<file path="config.mk">
export PLATFORM = sky130hd
export DESIGN_NAME = prox_light_irq
export DESIGN_NICKNAME = d
export VERILOG_FILES = /design/src/rtl/irq_pkg.sv /design/src/rtl/range_judge.sv /design/src/rtl/persist_filter.sv /design/src/rtl/prox_tracker.sv /design/src/rtl/pin_driver.sv /design/src/rtl/prox_light_irq.sv
export SDC_FILE = /design/constraint.sdc
export NUM_CORES = 1
export LEC_CHECK = 0
export BUFFER_PORTS_ARGS = -buffer_cell sky130_fd_sc_hd__buf_2
export CORE_UTILIZATION = 54
export DETAILED_ROUTE_END_ITERATION = 8
export GPL_TIMING_DRIVEN = 0
export PLACE_DENSITY = 0.88
export SLEW_MARGIN = 20
export SYNTH_ARGS = -nofsm -noshare
export SYNTH_HDL_FRONTEND = slang
export SYNTH_SLANG_ARGS = --single-unit
</file>
<file path="constraint.sdc">
create_clock -name clk -period 4.15 [get_ports clk]
set_input_delay 0.2075 -clock clk [delete_from_list [all_inputs] [get_ports clk]]
set_output_delay 0.2075 -clock clk [all_outputs]
set_load 0.01 [all_outputs]
</file>
<file path="src/rtl/irq_pkg.sv">
package irq_pkg;

    localparam int CH_ALS = 0;
    localparam int CH_PS  = 1;
    localparam int N_CH   = 2;

    typedef enum logic {
        PX_FAR  = 1'b0,
        PX_NEAR = 1'b1
    } prox_state_e;

    typedef enum logic {
        PD_IDLE   = 1'b0,
        PD_STROBE = 1'b1
    } pulse_state_e;

endpackage

</file>
<file path="src/rtl/range_judge.sv">
module range_judge #(
    parameter int W = 16
) (
    input  logic [W-1:0] value,
    input  logic [W-1:0] lo_thr,
    input  logic [W-1:0] hi_thr,
    output logic         at_or_above_hi,
    output logic         below_lo
);
    always_comb begin
        at_or_above_hi = (value >= hi_thr);
        below_lo       = (value <  lo_thr);
    end
endmodule

</file>
<file path="src/rtl/persist_filter.sv">
module persist_filter #(
    parameter int PW            = 4,
    parameter bit ZERO_ANY      = 1'b1,
    parameter bit CLEAR_ON_FIRE = 1'b0
) (
    input  logic          clk,
    input  logic          rst_n,
    input  logic          valid,
    input  logic          hit,
    input  logic [PW-1:0] persist,
    output logic          fire
);
    localparam logic [PW-1:0] CNT_MAX = '1;
    localparam logic [PW-1:0] CNT_ONE = PW'(1);

    logic [PW-1:0] cnt_q;
    logic [PW-1:0] cnt_nx;

    always_comb begin
        if (!hit)
            cnt_nx = '0;
        else if (cnt_q == CNT_MAX)
            cnt_nx = CNT_MAX;
        else
            cnt_nx = cnt_q + CNT_ONE;

        fire = valid && ((ZERO_ANY && (persist == '0)) ||
                         (hit && (cnt_nx >= persist)));
    end

    always_ff @(posedge clk or negedge rst_n) begin
        if (!rst_n)
            cnt_q <= '0;
        else if (valid) begin
            if (CLEAR_ON_FIRE && fire)
                cnt_q <= '0;
            else
                cnt_q <= cnt_nx;
        end
    end

    AST_RUN_RESTART: assert property (@(posedge clk) disable iff (!rst_n)
        (valid && !hit) |=> (cnt_q == '0));

endmodule

</file>
<file path="src/rtl/prox_tracker.sv">
module prox_tracker #(
    parameter int PW = 4
) (
    input  logic          clk,
    input  logic          rst_n,
    input  logic          valid,
    input  logic          at_or_above_hi,
    input  logic          below_lo,
    input  logic [PW-1:0] persist,
    output logic          near
);
    import irq_pkg::*;

    prox_state_e state_q, state_d;
    logic        qual;
    logic        flip;

    always_comb begin
        unique case (state_q)
            PX_FAR:  qual = at_or_above_hi;
            PX_NEAR: qual = below_lo;
            default: qual = 1'b0;
        endcase
    end

    persist_filter #(
        .PW            (PW),
        .ZERO_ANY      (1'b0),
        .CLEAR_ON_FIRE (1'b1)
    ) u_run (
        .clk     (clk),
        .rst_n   (rst_n),
        .valid   (valid),
        .hit     (qual),
        .persist (persist),
        .fire    (flip)
    );

    always_comb begin
        state_d = state_q;
        unique case (state_q)
            PX_FAR:  if (flip) state_d = PX_NEAR;
            PX_NEAR: if (flip) state_d = PX_FAR;
            default: state_d = PX_FAR;
        endcase
    end

    always_ff @(posedge clk or negedge rst_n) begin
        if (!rst_n)
            state_q <= PX_FAR;
        else
            state_q <= state_d;
    end

    always_comb near = (state_q == PX_NEAR);

    AST_HOLD_BETWEEN: assert property (@(posedge clk) disable iff (!rst_n)
        (valid && !at_or_above_hi && !below_lo) |=> $stable(state_q));

endmodule

</file>
<file path="src/rtl/pin_driver.sv">
module pin_driver (
    input  logic clk,
    input  logic rst_n,
    input  logic pulse_req,
    input  logic level_req,
    input  logic near,
    input  logic pulse_mode,
    input  logic prox_mode,
    output logic irq_n
);
    import irq_pkg::*;

    pulse_state_e state_q, state_d;

    always_comb begin
        state_d = state_q;
        unique case (state_q)
            PD_IDLE:   if (pulse_req)  state_d = PD_STROBE;
            PD_STROBE: if (!pulse_req) state_d = PD_IDLE;
            default:   state_d = PD_IDLE;
        endcase
    end

    always_ff @(posedge clk or negedge rst_n) begin
        if (!rst_n)
            state_q <= PD_IDLE;
        else
            state_q <= state_d;
    end

    always_comb begin
        if (prox_mode)
            irq_n = !near;
        else if (pulse_mode)
            irq_n = (state_q != PD_STROBE);
        else
            irq_n = !level_req;
    end

    AST_STROBE_CAUSE: assert property (@(posedge clk) disable iff (!rst_n)
        (pulse_mode && !prox_mode && !irq_n) |-> $past(pulse_req));

endmodule

</file>
<file path="src/rtl/prox_light_irq.sv">
module prox_light_irq #(
    parameter int ALS_W = 16,
    parameter int PS_W  = 10,
    parameter int NAR_W = 8,
    parameter int PER_W = 4
) (
    input  logic             clk,
    input  logic             rst_n,
    input  logic             als_valid,
    input  logic [ALS_W-1:0] als_value,
    input  logic [ALS_W-1:0] als_lo_thr,
    input  logic [ALS_W-1:0] als_hi_thr,
    input  logic [PER_W-1:0] als_persist,
    input  logic             als_irq_en,
    input  logic             als_flag_clr,
    input  logic             ps_valid,
    input  logic [PS_W-1:0]  ps_value,
    input  logic [PS_W-1:0]  ps_lo_thr,
    input  logic [PS_W-1:0]  ps_hi_thr,
    input  logic             ps_res8,
    input  logic [PER_W-1:0] ps_persist,
    input  logic             ps_irq_en,
    input  logic             ps_flag_clr,
    input  logic             pulse_mode,
    input  logic             prox_mode,
    output logic             irq_n,
    output logic             als_flag,
    output logic             ps_flag,
    output logic             near_flag
);
    import irq_pkg::*;

    localparam int TOP_W = PS_W - NAR_W;

    logic [PS_W-1:0] ps_lo_eff, ps_hi_eff;
    logic als_hi_hit, als_lo_hit, ps_hi_hit, ps_lo_hit;
    logic [N_CH-1:0] trig, clr, en, flag_q;
    logic pulse_req, level_req;

    // narrowed resolution masks the upper threshold bits
    generate
        if (TOP_W > 0) begin : g_narrow
            always_comb begin
                ps_lo_eff = ps_res8 ? {{TOP_W{1'b0}}, ps_lo_thr[NAR_W-1:0]} : ps_lo_thr;
                ps_hi_eff = ps_res8 ? {{TOP_W{1'b0}}, ps_hi_thr[NAR_W-1:0]} : ps_hi_thr;
            end
        end else begin : g_wide
            logic unused_res8;
            always_comb begin
                ps_lo_eff   = ps_lo_thr;
                ps_hi_eff   = ps_hi_thr;
                unused_res8 = ps_res8;
            end
        end
    endgenerate

    range_judge #(.W(ALS_W)) u_als_judge (
        .value          (als_value),
        .lo_thr         (als_lo_thr),
        .hi_thr         (als_hi_thr),
        .at_or_above_hi (als_hi_hit),
        .below_lo       (als_lo_hit)
    );

    range_judge #(.W(PS_W)) u_ps_judge (
        .value          (ps_value),
        .lo_thr         (ps_lo_eff),
        .hi_thr         (ps_hi_eff),
        .at_or_above_hi (ps_hi_hit),
        .below_lo       (ps_lo_hit)
    );

    persist_filter #(.PW(PER_W), .ZERO_ANY(1'b1), .CLEAR_ON_FIRE(1'b0)) u_als_per (
        .clk     (clk),
        .rst_n   (rst_n),
        .valid   (als_valid),
        .hit     (als_hi_hit || als_lo_hit),
        .persist (als_persist),
        .fire    (trig[CH_ALS])
    );

    persist_filter #(.PW(PER_W), .ZERO_ANY(1'b1), .CLEAR_ON_FIRE(1'b0)) u_ps_per (
        .clk     (clk),
        .rst_n   (rst_n),
        .valid   (ps_valid),
        .hit     (ps_hi_hit || ps_lo_hit),
        .persist (ps_persist),
        .fire    (trig[CH_PS])
    );

    prox_tracker #(.PW(PER_W)) u_prox (
        .clk            (clk),
        .rst_n          (rst_n),
        .valid          (ps_valid),
        .at_or_above_hi (ps_hi_hit),
        .below_lo       (ps_lo_hit),
        .persist        (ps_persist),
        .near           (near_flag)
    );

    always_comb begin
        clr[CH_ALS] = als_flag_clr;
        clr[CH_PS]  = ps_flag_clr;
        en[CH_ALS]  = als_irq_en;
        en[CH_PS]   = ps_irq_en;
    end

    generate
        for (genvar c = 0; c < N_CH; c++) begin : g_flag
            always_ff @(posedge clk or negedge rst_n) begin
                if (!rst_n)
                    flag_q[c] <= 1'b0;
                else if (trig[c])
                    flag_q[c] <= 1'b1;
                else if (clr[c])
                    flag_q[c] <= 1'b0;
            end

            AST_FLAG_HOLD: assert property (@(posedge clk) disable iff (!rst_n)
                (flag_q[c] && !clr[c]) |=> flag_q[c]);
            AST_FLAG_CLEAR: assert property (@(posedge clk) disable iff (!rst_n)
                (clr[c] && !trig[c]) |=> !flag_q[c]);
            AST_FLAG_CAUSE: assert property (@(posedge clk) disable iff (!rst_n)
                $rose(flag_q[c]) |-> $past(trig[c]));
        end
    endgenerate

    always_comb begin
        pulse_req = |(trig & en);
        level_req = |(flag_q & en);
        als_flag  = flag_q[CH_ALS];
        ps_flag   = flag_q[CH_PS];
    end

    pin_driver u_pin (
        .clk        (clk),
        .rst_n      (rst_n),
        .pulse_req  (pulse_req),
        .level_req  (level_req),
        .near       (near_flag),
        .pulse_mode (pulse_mode),
        .prox_mode  (prox_mode),
        .irq_n      (irq_n)
    );

endmodule

</file>
==> results of run 1 <==
==> cells by family after synthesis <==
group / count (synthesis) / synth area share
buffers and inverters: 63 / 0.0932
adder cells (fa/ha/maj): 65 / 0.320
flip-flops: 16 / 0.158
AO/OA/AOI/OAI: 89 / 0.261
AND/OR/NAND/NOR: 83 / 0.163
multiplexers: 1 / 0.00444
==> where the power goes <==
| group | switching [mW] | internal [mW] |
|---|---|---|
| Combinational | 0.295 | 0.283 |
| Clock | 0.0540 | 0.0842 |
| Sequential | 0.0766 | 0.218 |
==> worst max-delay path by stage <==
stage / end / cells after the start / startpoint
finish: u_prox.near / 15 / ps_res8
global route: u_pin.state_q / 14 / ps_res8
CTS: u_prox.near / 15 / ps_res8
detailed placement: u_prox.near / 15 / ps_res8
global placement: u_prox.near / 15 / ps_res8
floorplan: u_prox.near / 14 / ps_res8
==> per-layer routing <==
layer	vias up	part of all wire	global-route usage
met5	-	0	0
met3	10	0.050	0.0199
met4	0	0.015	0.0600
met1	1177	0.43	0.271
met2	90	0.50	0.465
li1	1345	-	-
==> through the flow <==
stage           util  cell area (µm²)  worst slack [ns]
2_1_floorplan      -             2540              1.19
3_3_place_gp   0.698             3100             0.921
3_5_place_dp   0.698             3100             0.872
4_1_cts        0.713             3170              1.13
5_1_grt        0.713             3170             0.964
6_report       0.713             3170              1.13
==> cells in the mapped netlist (2+ instances only) <==
cell type	count	share of area
o2111ai_1	2	0.0069
o41ai_2	3	0.019
o21ai_0	11	0.022
o21a_1	2	0.0059
a31oi_1	4	0.0099
o211ai_1	3	0.0089
nor4_1	3	0.0074
a211oi_1	3	0.0089
nand3b_1	2	0.0059
inv_1	60	0.089
clkbuf_1	3	0.0044
a211o_1	2	0.0069
a21oi_1	28	0.055
or3b_1	2	0.0069
and3_1	2	0.0049
a21o_1	9	0.027
nand3_1	8	0.016
nor2_1	16	0.024
a31o_2	4	0.014
o21ai_1	2	0.0039
nor2b_1	4	0.0099
ha_1	65	0.32
nor3_1	3	0.0059
nand2b_1	10	0.025
nand2_1	26	0.038
dfrtp_1	16	0.16
a41oi_1	2	0.0069
nand4_1	3	0.0074
o21ai_4	2	0.013
==> registers in the layout (all words and copies together), names as in the netlist <==
name / flops
u_prox.near: 1
u_als_per.cnt_q: 4
ps_flag: 1
als_flag: 1
u_pin.state_q: 1
u_prox.u_run.cnt_q: 4
u_ps_per.cnt_q: 4
==> what timing repair did <==
item / 4_1_cts / 5_1_grt
hold endpoints to repair: 16 / 0
hold buffers: 1 / 0
gates resized for setup: 0 / 0
==> cell type report <==
| cell class | instances | share of cell area |
|---|---|---|
| buffer | 3 | 0.00355 |
| multi-input combinational | 238 | 0.600 |
| inverter | 60 | 0.0711 |
| tap | 52 | 0.0205 |
| timing repair buffer | 101 | 0.161 |
| sequential | 16 | 0.126 |
| clock buffer | 4 | 0.0174 |
==> placed cells by master (no fill, tap or decap), drive strengths merged, types with 2 or more instances in the layout <==
master	count
buf	100
ha	65
inv	60
a21oi	29
nand2	26
nor2	16
dfrtp	16
o21ai	15
nand2b	10
a21o	9
nand3	8
clkbuf	7
nor2b	4
a31o	4
a31oi	4
a211oi	4
o211ai	4
nand4	3
nor3	3
nor4	3
o41ai	3
o2111ai	3
o21a	2
or3b	2
a211o	2
and3	2
nand3b	2
a41oi	2
==> results.yml, run 1 <==
critical_path:
  required_ns: 4.26
  path_delay_family: "compound AO/OA/AOI/OAI gates"
  crit_path_top_delay_cell: "a221o_2"
  r2r-start: "u_ps_per.cnt_q[0]"
  r2r_end: "ps_flag"
  worstPathArrival_ns: 3.13
  crit_type: "input port to register"
  critPathLaunchType: "input port"
  reg2reg_depth: 11
  path_max_fanout: 8
  reg2reg_slack_ns: 1.71
  end_kind: "register"
  crit_chain: "buf_2 -> nand2b_1 -> ha_1 -> and4_4 -> a221o_2 -> o21ai_4 -> o21ai_4 -> nand2b_1 -> ha_1 -> nand2b_1 -> a21o_1 -> a21o_1 -> a21o_1 -> a31oi_1 -> a41oi_1"
  critical_path_buf_inv_count: 1
  critPathMaxStageDelay_ns: 0.44
floorplanning:
  start_util: 0.571
  die_h_um: 70.6
  die_w_um: 70.6
  core-area_um2: 4440
  dieArea_um2: 4980
  ios: 101
  num_rows: 24
cells_and_area:
  multi_input_area_um2: 1900
  drive_gt1_frac: 0.287
  ff_latch_area_um2: 400
  fillCellCount: 361
  fin_nets: 585
  area_growth_pct: 24.8
  final_cells: 474
  n_antenna_cell: 0
route:
  antenna_left: 0
  dr.first_iter.drc_count: 81
  routedWlPerCell_um: 12.4
  dr.pass1.iters: 6
  drc: 18
  vias_per_cell: 5.53
  wl_mm: 5.86
  vias: 2622
synthesis:
  ys.flop_type: "dfrtp_1"
  synth_warnings: 0
  ys_seq_area_frac: 0.158
  async_flop_share: 1.00
  synth_cells: 317
  netlist_area_um2: 2540
  synth_edf_count: 0
  ys_ff_latch: 16
  synth_fp_nets: 479
  synth_area_per_cell_um2: 8.01
  synth_cell_type_count: 46
sta:
  setup_viol: 0
  skew_ns: 0.00390
  fin_crit_ns: 3.02
  slew_viol_final: 0
  tns_ns: 0
  timing.slew.headroom: 0.625
  finalHoldViolations: 0
  min_period_over_period: 0.728
  rsz0062_at_grt: "no"
  hold-worst-slack_ns: 0.139
  max_slew.worst_pin.slew_ns: 0.557
  fmax_ghz: 0.331
cts:
  clkLatencyLatePin_ns: 0.25
  cts_tree: "yes"
  clock_path_buffers: 2
  cts.sink_count: 16
  cts_made_buffers: 3
  htreeDepth: 1
  clk_pin_slew_ns: 0.07
  cts_setup_buffers: 0
  clockRootBuffer: "clkbuf_8"
worst_hold_path:
  min_path_type: "input port to register"
  min_from: "ps_flag_clr"
  hold_end: "ps_flag"
  whs_path_depth: 2
place:
  place_inst: 469
  io_buffer_count: 100
  routabilityCongestion: 0.804
  post-dp-hpwl_mm: 5.12
global_routing:
  grt_pass1_wl_mm: 9.77
  grt_overflow: 0
  antenna_found_initial: 0
  grt_pass1_vias: 2444
  grt_max_degree: 17
  track_usage: 0.235
power_and_ir_drop:
  ir_drop_mv: 0.274
  power.density_nw_per_um2: 319
  finalPower_mw: 1.01
  p_leak_nw: 1.87
run:
  drv_cap: 0
outcome:
  violations: "design-rule violations"
  outcome: "finished with violations"
No activity file was read; power rests on OpenSTA's default activity.
==> run 2: changes to the inputs <==
--- a/config.mk
+++ b/config.mk
@@ -5,11 +5,12 @@
 export SDC_FILE = /design/constraint.sdc
 export NUM_CORES = 1
 export LEC_CHECK = 0
+export ABC_AREA = 1
 export BUFFER_PORTS_ARGS = -buffer_cell sky130_fd_sc_hd__buf_2
-export CORE_UTILIZATION = 54
+export CORE_UTILIZATION = 50
 export DETAILED_ROUTE_END_ITERATION = 8
 export GPL_TIMING_DRIVEN = 0
-export PLACE_DENSITY = 0.88
+export PLACE_DENSITY = 0.82
 export SLEW_MARGIN = 20
 export SYNTH_ARGS = -nofsm -noshare
 export SYNTH_HDL_FRONTEND = slang
==> constraint.sdc (replaced) <==
create_clock -name clk -period 2.85 [get_ports clk]
set_input_delay 0.1425 -clock clk [delete_from_list [all_inputs] [get_ports clk]]
set_output_delay 0.1425 -clock clk [all_outputs]
set_load 0.01 [all_outputs]
==> run 2 against run 1 <==
Net effect: the flow now finishes without violations; die area increased by 8.1%; core utilization decreased by 4.9 points; flip-flop and latch count unchanged; sequential power increased by 29%; clock skew decreased by 0.0026 ns; cell area increased by 0.87%; cell count increased by 16%; critical path depth increased by 5.
==> results.yml, run 2 <==
outcome:
  outcome: "completed"
critical_path:
  critPathLaunchType: "input port"
  reg2reg_depth: 14
  worstPathArrival_ns: 2.59
  path_max_fanout: 4
  crit_chain: "buf_2 -> inv_1 -> nand2_1 -> ha_1 -> nand2_1 -> nor2_1 -> o211ai_1 -> nand3_1 -> nand2_1 -> nand2_4 -> a21oi_1 -> ha_1 -> inv_1 -> nor2_1 -> o21ai_0 -> nand2_1 -> a31o_2 -> inv_1 -> nand3_1 -> nand2_1"
  crit_top_cell: "nand2_1"
  crit_path_start: "ps_res8"
  r2r_end: "u_prox.u_run.cnt_q[1]"
  end_kind: "register"
  crit_path_top_delay_cell: "ha_1"
  critPathMaxStageDelay_ns: 0.29
  r2r-start: "u_prox.u_run.cnt_q[0]"
  required_ns: 3.04
  crit_type: "input port to register"
  reg2reg_slack_ns: 0.49
global_routing:
  grt.met2_usage: 0.401
  grt_overflow: 0
  grt_pass1_vias: 2328
  grt_util_met1: 0.234
  grt_pass1_wl_mm: 8.86
  track_usage: 0.204
  grt_max_degree: 17
  grtUsageMet3: 0.0219
  grt.busiest_layer: "met2"
  antenna_found_initial: 0
route:
  routedWlPerCell_um: 9.76
  vias: 2629
  antenna_left: 0
  dr.pass1.iters: 4
  dr.first_iter.drc_count: 49
  vias_per_cell: 4.76
  drc: 0
  wl_mm: 5.39
sta:
  finalHoldViolations: 0
  rsz0062_at_grt: "no"
  timing.slew.headroom: 0.733
  min_period_over_period: 0.845
  max_slew.worst_pin.slew_ns: 0.401
  hold-worst-slack_ns: 0.0679
  fmax_ghz: 0.415
  skew_ns: 0.00127
  tns_ns: 0
  fin_crit_ns: 2.41
  slew_viol_final: 0
  setup_viol: 0
synthesis:
  synth_fa_ha_area_frac: 0.319
  synth_edf_count: 0
  yosys-top-cells-area: "ha_1 32%, dfrtp_1 16%, nand2_1 14%"
  synth-simple-area-share: 0.254
  ys_top_cells_by_count: "92 x nand2_1, 86 x inv_1, 65 x ha_1, 24 x a21oi_1"
  ys_seq_area_frac: 0.157
  synth_area_per_cell_um2: 6.70
  ys_ff_latch: 16
  synth_fp_nets: 542
  ys.flop_type: "dfrtp_1"
  netlist_area_um2: 2550
  synth_compound_area_frac: 0.138
  synth_mux_area_frac: 0
  synth_warnings: 0
  synth_top_cell_by_area: "ha_1"
  yosysMostFrequentCell: "nand2_1"
  synth_top_family_by_area: "adder cells"
  synth_top_area_share: 0.319
  async_flop_share: 1.00
  synth_cell_type_count: 31
  synth_xor_area_frac: 0
  synth_cells: 380
cells_and_area:
  drive_gt1_frac: 0.245
  fillCellCount: 455
  n_antenna_cell: 0
  ff_latch_area_um2: 400
  largestRegisters: "u_als_per.cnt_q (4), u_prox.u_run.cnt_q (4), u_ps_per.cnt_q (4)"
  area_growth_pct: 25.5
  finish.utilization: 0.664
  final_common_cell: "buf_2"
  fin_nets: 648
  final_cell_mix: "100 x buf_2, 92 x nand2_1, 86 x inv_1"
  multi_input_area_um2: 1810
place:
  routabilityCongestion: 0.807
  post-dp-hpwl_mm: 4.88
  io_buffer_count: 100
power_and_ir_drop:
  switchingPower_mw: 0.563
  p_clk_frac: 0.151
  cellInternalPower_mw: 0.750
  p_leak_nw: 2.06
  switching_share: 0.429
  power.density_nw_per_um2: 411
  power_frac_seq: 0.290
  ir_drop_mv: 0.402
  comb_power_share: 0.559
floorplanning:
  ios: 101
  start_util: 0.529
  die_w_um: 73.4
  core-area_um2: 4820
  dieArea_um2: 5380
  die_h_um: 73.4
  num_rows: 25
worst_hold_path:
  hold_end: "als_flag"
  min_path_type: "input port to register"
  whs_path_depth: 2
  min_from: "als_flag_clr"
cts:
  clock_path_buffers: 2
  clk_pin_slew_ns: 0.06
  clockRootBuffer: "clkbuf_8"
  clkLatencyLatePin_ns: 0.25
  cts_made_buffers: 3
  cts_tree: "yes"
  htreeDepth: 1
  cts.sink_count: 16
run:
  drv_cap: 0
-- run 2: changes by cell type after synthesis, moves of 4 or more --
| cell | delta |
|---|---|
| nand2_1 | +66 |
| inv_1 | +26 |
| nand2b_1 | -10 |
| nand3_1 | +10 |
| a21o_1 | -8 |
| o21ai_0 | +7 |
| a21oi_1 | -4 |
| a31oi_1 | -4 |
| nand2_2 | +4 |
| nor2b_1 | -4 |
| o21ai_1 | +4 |
-- run 2: power by group through the flow --
| stage | Combinational (mW) | Sequential, mW | Clock (mW) |
|---|---|---|---|
| global placement | 0.709 | 0.379 | 0 |
| global route | 0.862 | 0.393 | 0.212 |
| finish | 0.734 | 0.380 | 0.198 |
| floorplan | 0.519 | 0.373 | 0 |
| detailed placement | 0.740 | 0.383 | 0 |
| CTS | 0.745 | 0.379 | 0.202 |
-- run 2: timing repair --
item,in CTS,in global routing
hold buffers,1,0
gates resized for setup,0,0
endpoints found under the hold margin,16,0
setup buffers,0,0
-- run 2: per-stage QoR --
step	cells	area, µm²	setup WS, ns	total power, mW
2_1_floorplan	380	2550	0.569	0.892
6_report	552	3200	0.442	1.31
3_5_place_dp	547	3130	0.185	1.12
5_1_grt	552	3200	0.156	1.47
4_1_cts	552	3200	0.431	1.33
3_3_place_gp	547	3130	0.215	1.09
-- run 2: worst max-delay path, delay by kind of cell --
| family | cells | cell delay (ns) |
|---|---|---|
| buf+inv | 4 | 0.35 |
| simple gates | 10 | 0.93 |
| fa+ha+maj | 2 | 0.57 |
| compound gates | 4 | 0.59 |
-- run 2: worst max-delay path by stage --
| stage | endpoint | slack (ns) |
|---|---|---|
| finish | u_prox.u_run.cnt_q[1] | 0.44 |
| floorplan | ps_flag | 0.57 |
| CTS | ps_flag | 0.43 |
| global route | u_prox.u_run.cnt_q[3] | 0.16 |
| global placement | ps_flag | 0.21 |
| detailed placement | ps_flag | 0.19 |
-- run 2: cell families (layout without fill, tap and decap cells) --
logic type / count (synthesis) / count (layout)
compound gates: 62 / 62
buf+inv: 89 / 194
flops: 16 / 16
fa+ha+maj: 65 / 65
simple gates: 148 / 148
-- run 2: layout make-up --
type / instances / area share
multi-input combinational: 275 / 0.567
sequential: 16 / 0.125
clock buffer: 4 / 0.0172
tap: 67 / 0.0262
timing repair buffer: 101 / 0.160
inverter: 88 / 0.103
buffer: 1 / 0.00117
-- run 2: per-layer routing --
| metal | wire length [µm] | up-vias |
|---|---|---|
| li1 | - | 1437 |
| met1 | 2360 | 1110 |
| met2 | 2710 | 77 |
| met3 | 286 | 5 |
| met4 | 26 | 0 |
| met5 | 0 | - |
==> run 3: changes to the inputs <==
--- a/config.mk
+++ b/config.mk
@@ -7,10 +7,10 @@
 export LEC_CHECK = 0
 export ABC_AREA = 1
 export BUFFER_PORTS_ARGS = -buffer_cell sky130_fd_sc_hd__buf_2
-export CORE_UTILIZATION = 50
+export CORE_UTILIZATION = 45
 export DETAILED_ROUTE_END_ITERATION = 8
 export GPL_TIMING_DRIVEN = 0
-export PLACE_DENSITY = 0.82
+export PLACE_DENSITY = 0.78
 export SLEW_MARGIN = 20
 export SYNTH_ARGS = -nofsm -noshare
 export SYNTH_HDL_FRONTEND = slang
==> constraint.sdc (replaced) <==
create_clock -name clk -period 2.07 [get_ports clk]
set_input_delay 0.1035 -clock clk [delete_from_list [all_inputs] [get_ports clk]]
set_output_delay 0.1035 -clock clk [all_outputs]
set_load 0.01 [all_outputs]
==> run 3 against run 2 <==
Net effect: the flow now finishes with violations (negative setup slack); critical path depth unchanged; flip-flop and latch count unchanged; global-route usage is 1.4 points higher; total power rose by 68%; sequential share of layout area down 2.0 points; first-iteration DRC count down 2.0%; critical path type unchanged; largest cell class unchanged; highest routed layer unchanged.
==> results.yml, run 3 (synthesis results as in run 2) <==
sta:
  finalWorstSetupSlack_ns: -0.166
  min_period_over_period: 1.08
  fin_crit_ns: 2.24
  max_slew.worst_pin.slew_ns: 0.373
  fmax_ghz: 0.447
  finalHoldViolations: 0
  rsz0062_at_grt: "yes"
  skew_ns: 0.00225
  timing.slew.headroom: 0.751
  slew_viol_final: 0
  tns_ns: -0.712
  setup_viol: 7
floorplanning:
  core-area_um2: 5470
  num_rows: 27
  ios: 101
  die_w_um: 77.2
  start_util: 0.465
  die_h_um: 77.2
  dieArea_um2: 5970
power_and_ir_drop:
  power.density_nw_per_um2: 578
  finalPower_mw: 2.20
  p_leak_nw: 2.20
  ir_drop_mv: 0.481
cts:
  htreeDepth: 1
  clkLatencyLatePin_ns: 0.24
  clock_path_buffers: 2
  clk_pin_slew_ns: 0.06
  cts_tree: "yes"
  cts.sink_count: 16
  cts_made_buffers: 3
  clockRootBuffer: "clkbuf_8"
cells_and_area:
  final_common_cell: "buf_2"
  area_growth_pct: 49.5
  final_cells: 571
  largestRegisters: "u_als_per.cnt_q (4), u_prox.u_run.cnt_q (4), u_ps_per.cnt_q (4)"
  final_cell_mix: "96 x buf_2, 80 x nand2_1, 75 x inv_1"
  drive_gt1_frac: 0.399
  fillCellCount: 467
  n_antenna_cell: 0
  fin_nets: 663
critical_path:
  required_ns: 2.20
  crit_type: "input port to register"
  critPathMaxStageDelay_ns: 0.26
  crit_path_top_delay_cell: "ha_1"
  critPathLaunchType: "input port"
  crit_chain: "buf_12 -> inv_16 -> nand2_4 -> ha_4 -> nand2_4 -> nor2_1 -> nor2_1 -> o21ai_2 -> nor2_2 -> nand2_2 -> o21ai_2 -> inv_1 -> ha_1 -> a21boi_2 -> o21a_1 -> o21a_1 -> o21ai_1 -> nand2_1 -> nand2_1 -> o21ai_1"
  worstPathArrival_ns: 2.37
  path_max_fanout: 4
  reg2reg_slack_ns: -0.14
  end_kind: "register"
route:
  wl_mm: 6.64
  dr.first_iter.drc_count: 48
  dr.pass1.iters: 4
  antenna_left: 0
  vias_per_cell: 4.90
  drc: 0
  routedWlPerCell_um: 11.6
  vias: 2797
run:
  drv_cap: 0
place:
  routabilityCongestion: 0.855
  place_inst: 552
  dpl_worst_slack_ns: -0.529
  io_buffer_count: 100
  post-dp-hpwl_mm: 5.13
outcome:
  violations: "negative setup slack"
  outcome: "finished with violations"
global_routing:
  track_usage: 0.218
  antenna_found_initial: 0
  grt_pass1_vias: 2705
  grt_pass1_wl_mm: 10.8
  grt_overflow: 0
  grt_max_degree: 17
worst_hold_path:
  min_path_type: "input port to register"
==> run 3: repair_timing <==
action | in CTS | in global routing
resized for setup | 38 | 36
setup endpoints to repair | 7 | 8
endpoints found under the hold margin | 16 | 0
pin swaps | 23 | 36
hold buffers | 1 | 0
buffers inserted | 7 | 8
==> run 3: final cells by class <==
class / count / area, µm² / area share
buffer: 1 / 3.75 / 0.000986
sequential: 16 / 400 / 0.105
clock buffer: 3 / 41.3 / 0.0108
timing repair buffer: 116 / 661 / 0.173
inverter: 88 / 352 / 0.0923
tap: 72 / 90.1 / 0.0237
multi-input combinational: 275 / 2260 / 0.594
==> run 3: power by group <==
group	switching (mW)	internal [mW]	total, mW
registers	0.107	0.418	0.525
logic	0.758	0.693	1.45
clock network	0.0968	0.129	0.225
==> run 3: path summary, 6_finish.rpt <==
| path | start | endpoint | cells after the start |
|---|---|---|---|
| setup reg to reg | u_ps_per.cnt_q[1] | ps_flag | 15 |
| max in group asynchronous | rst_n | u_ps_per.cnt_q[3] | 2 |
| hold / removal | ps_flag_clr | ps_flag | 2 |
| setup / recovery | ps_res8 | ps_flag | 20 |
| min in group asynchronous | rst_n | u_als_per.cnt_q[0] | 2 |
| hold reg to reg | u_als_per.cnt_q[1] | u_als_per.cnt_q[1] | 2 |
==> run 3: worst max-delay path: cells and delay by family <==
kind,cells,cell delay [ns]
AO/OA/AOI/OAI,7,0.82
adder cells (fa/ha/maj),2,0.51
buffers and inverters,3,0.23
AND/OR/NAND/NOR,8,0.70
==> run 3: metrics by stage <==
step	cell area, µm²	utilization	hold slack, ns
6_report	3810	0.696	0.0315
4_1_cts	3540	0.647	0.0262
2_1_floorplan	2660	-	-0.192
5_1_grt	3810	0.696	0.0314
3_5_place_dp	3250	0.595	0.0321
3_3_place_gp	3250	0.595	0.0320
==> run 3: layer usage <==
layer  wire, µm  global-route usage
met1       2720               0.248
met5          0                   0
met3        357              0.0190
met2       3510               0.427
met4         54              0.0547
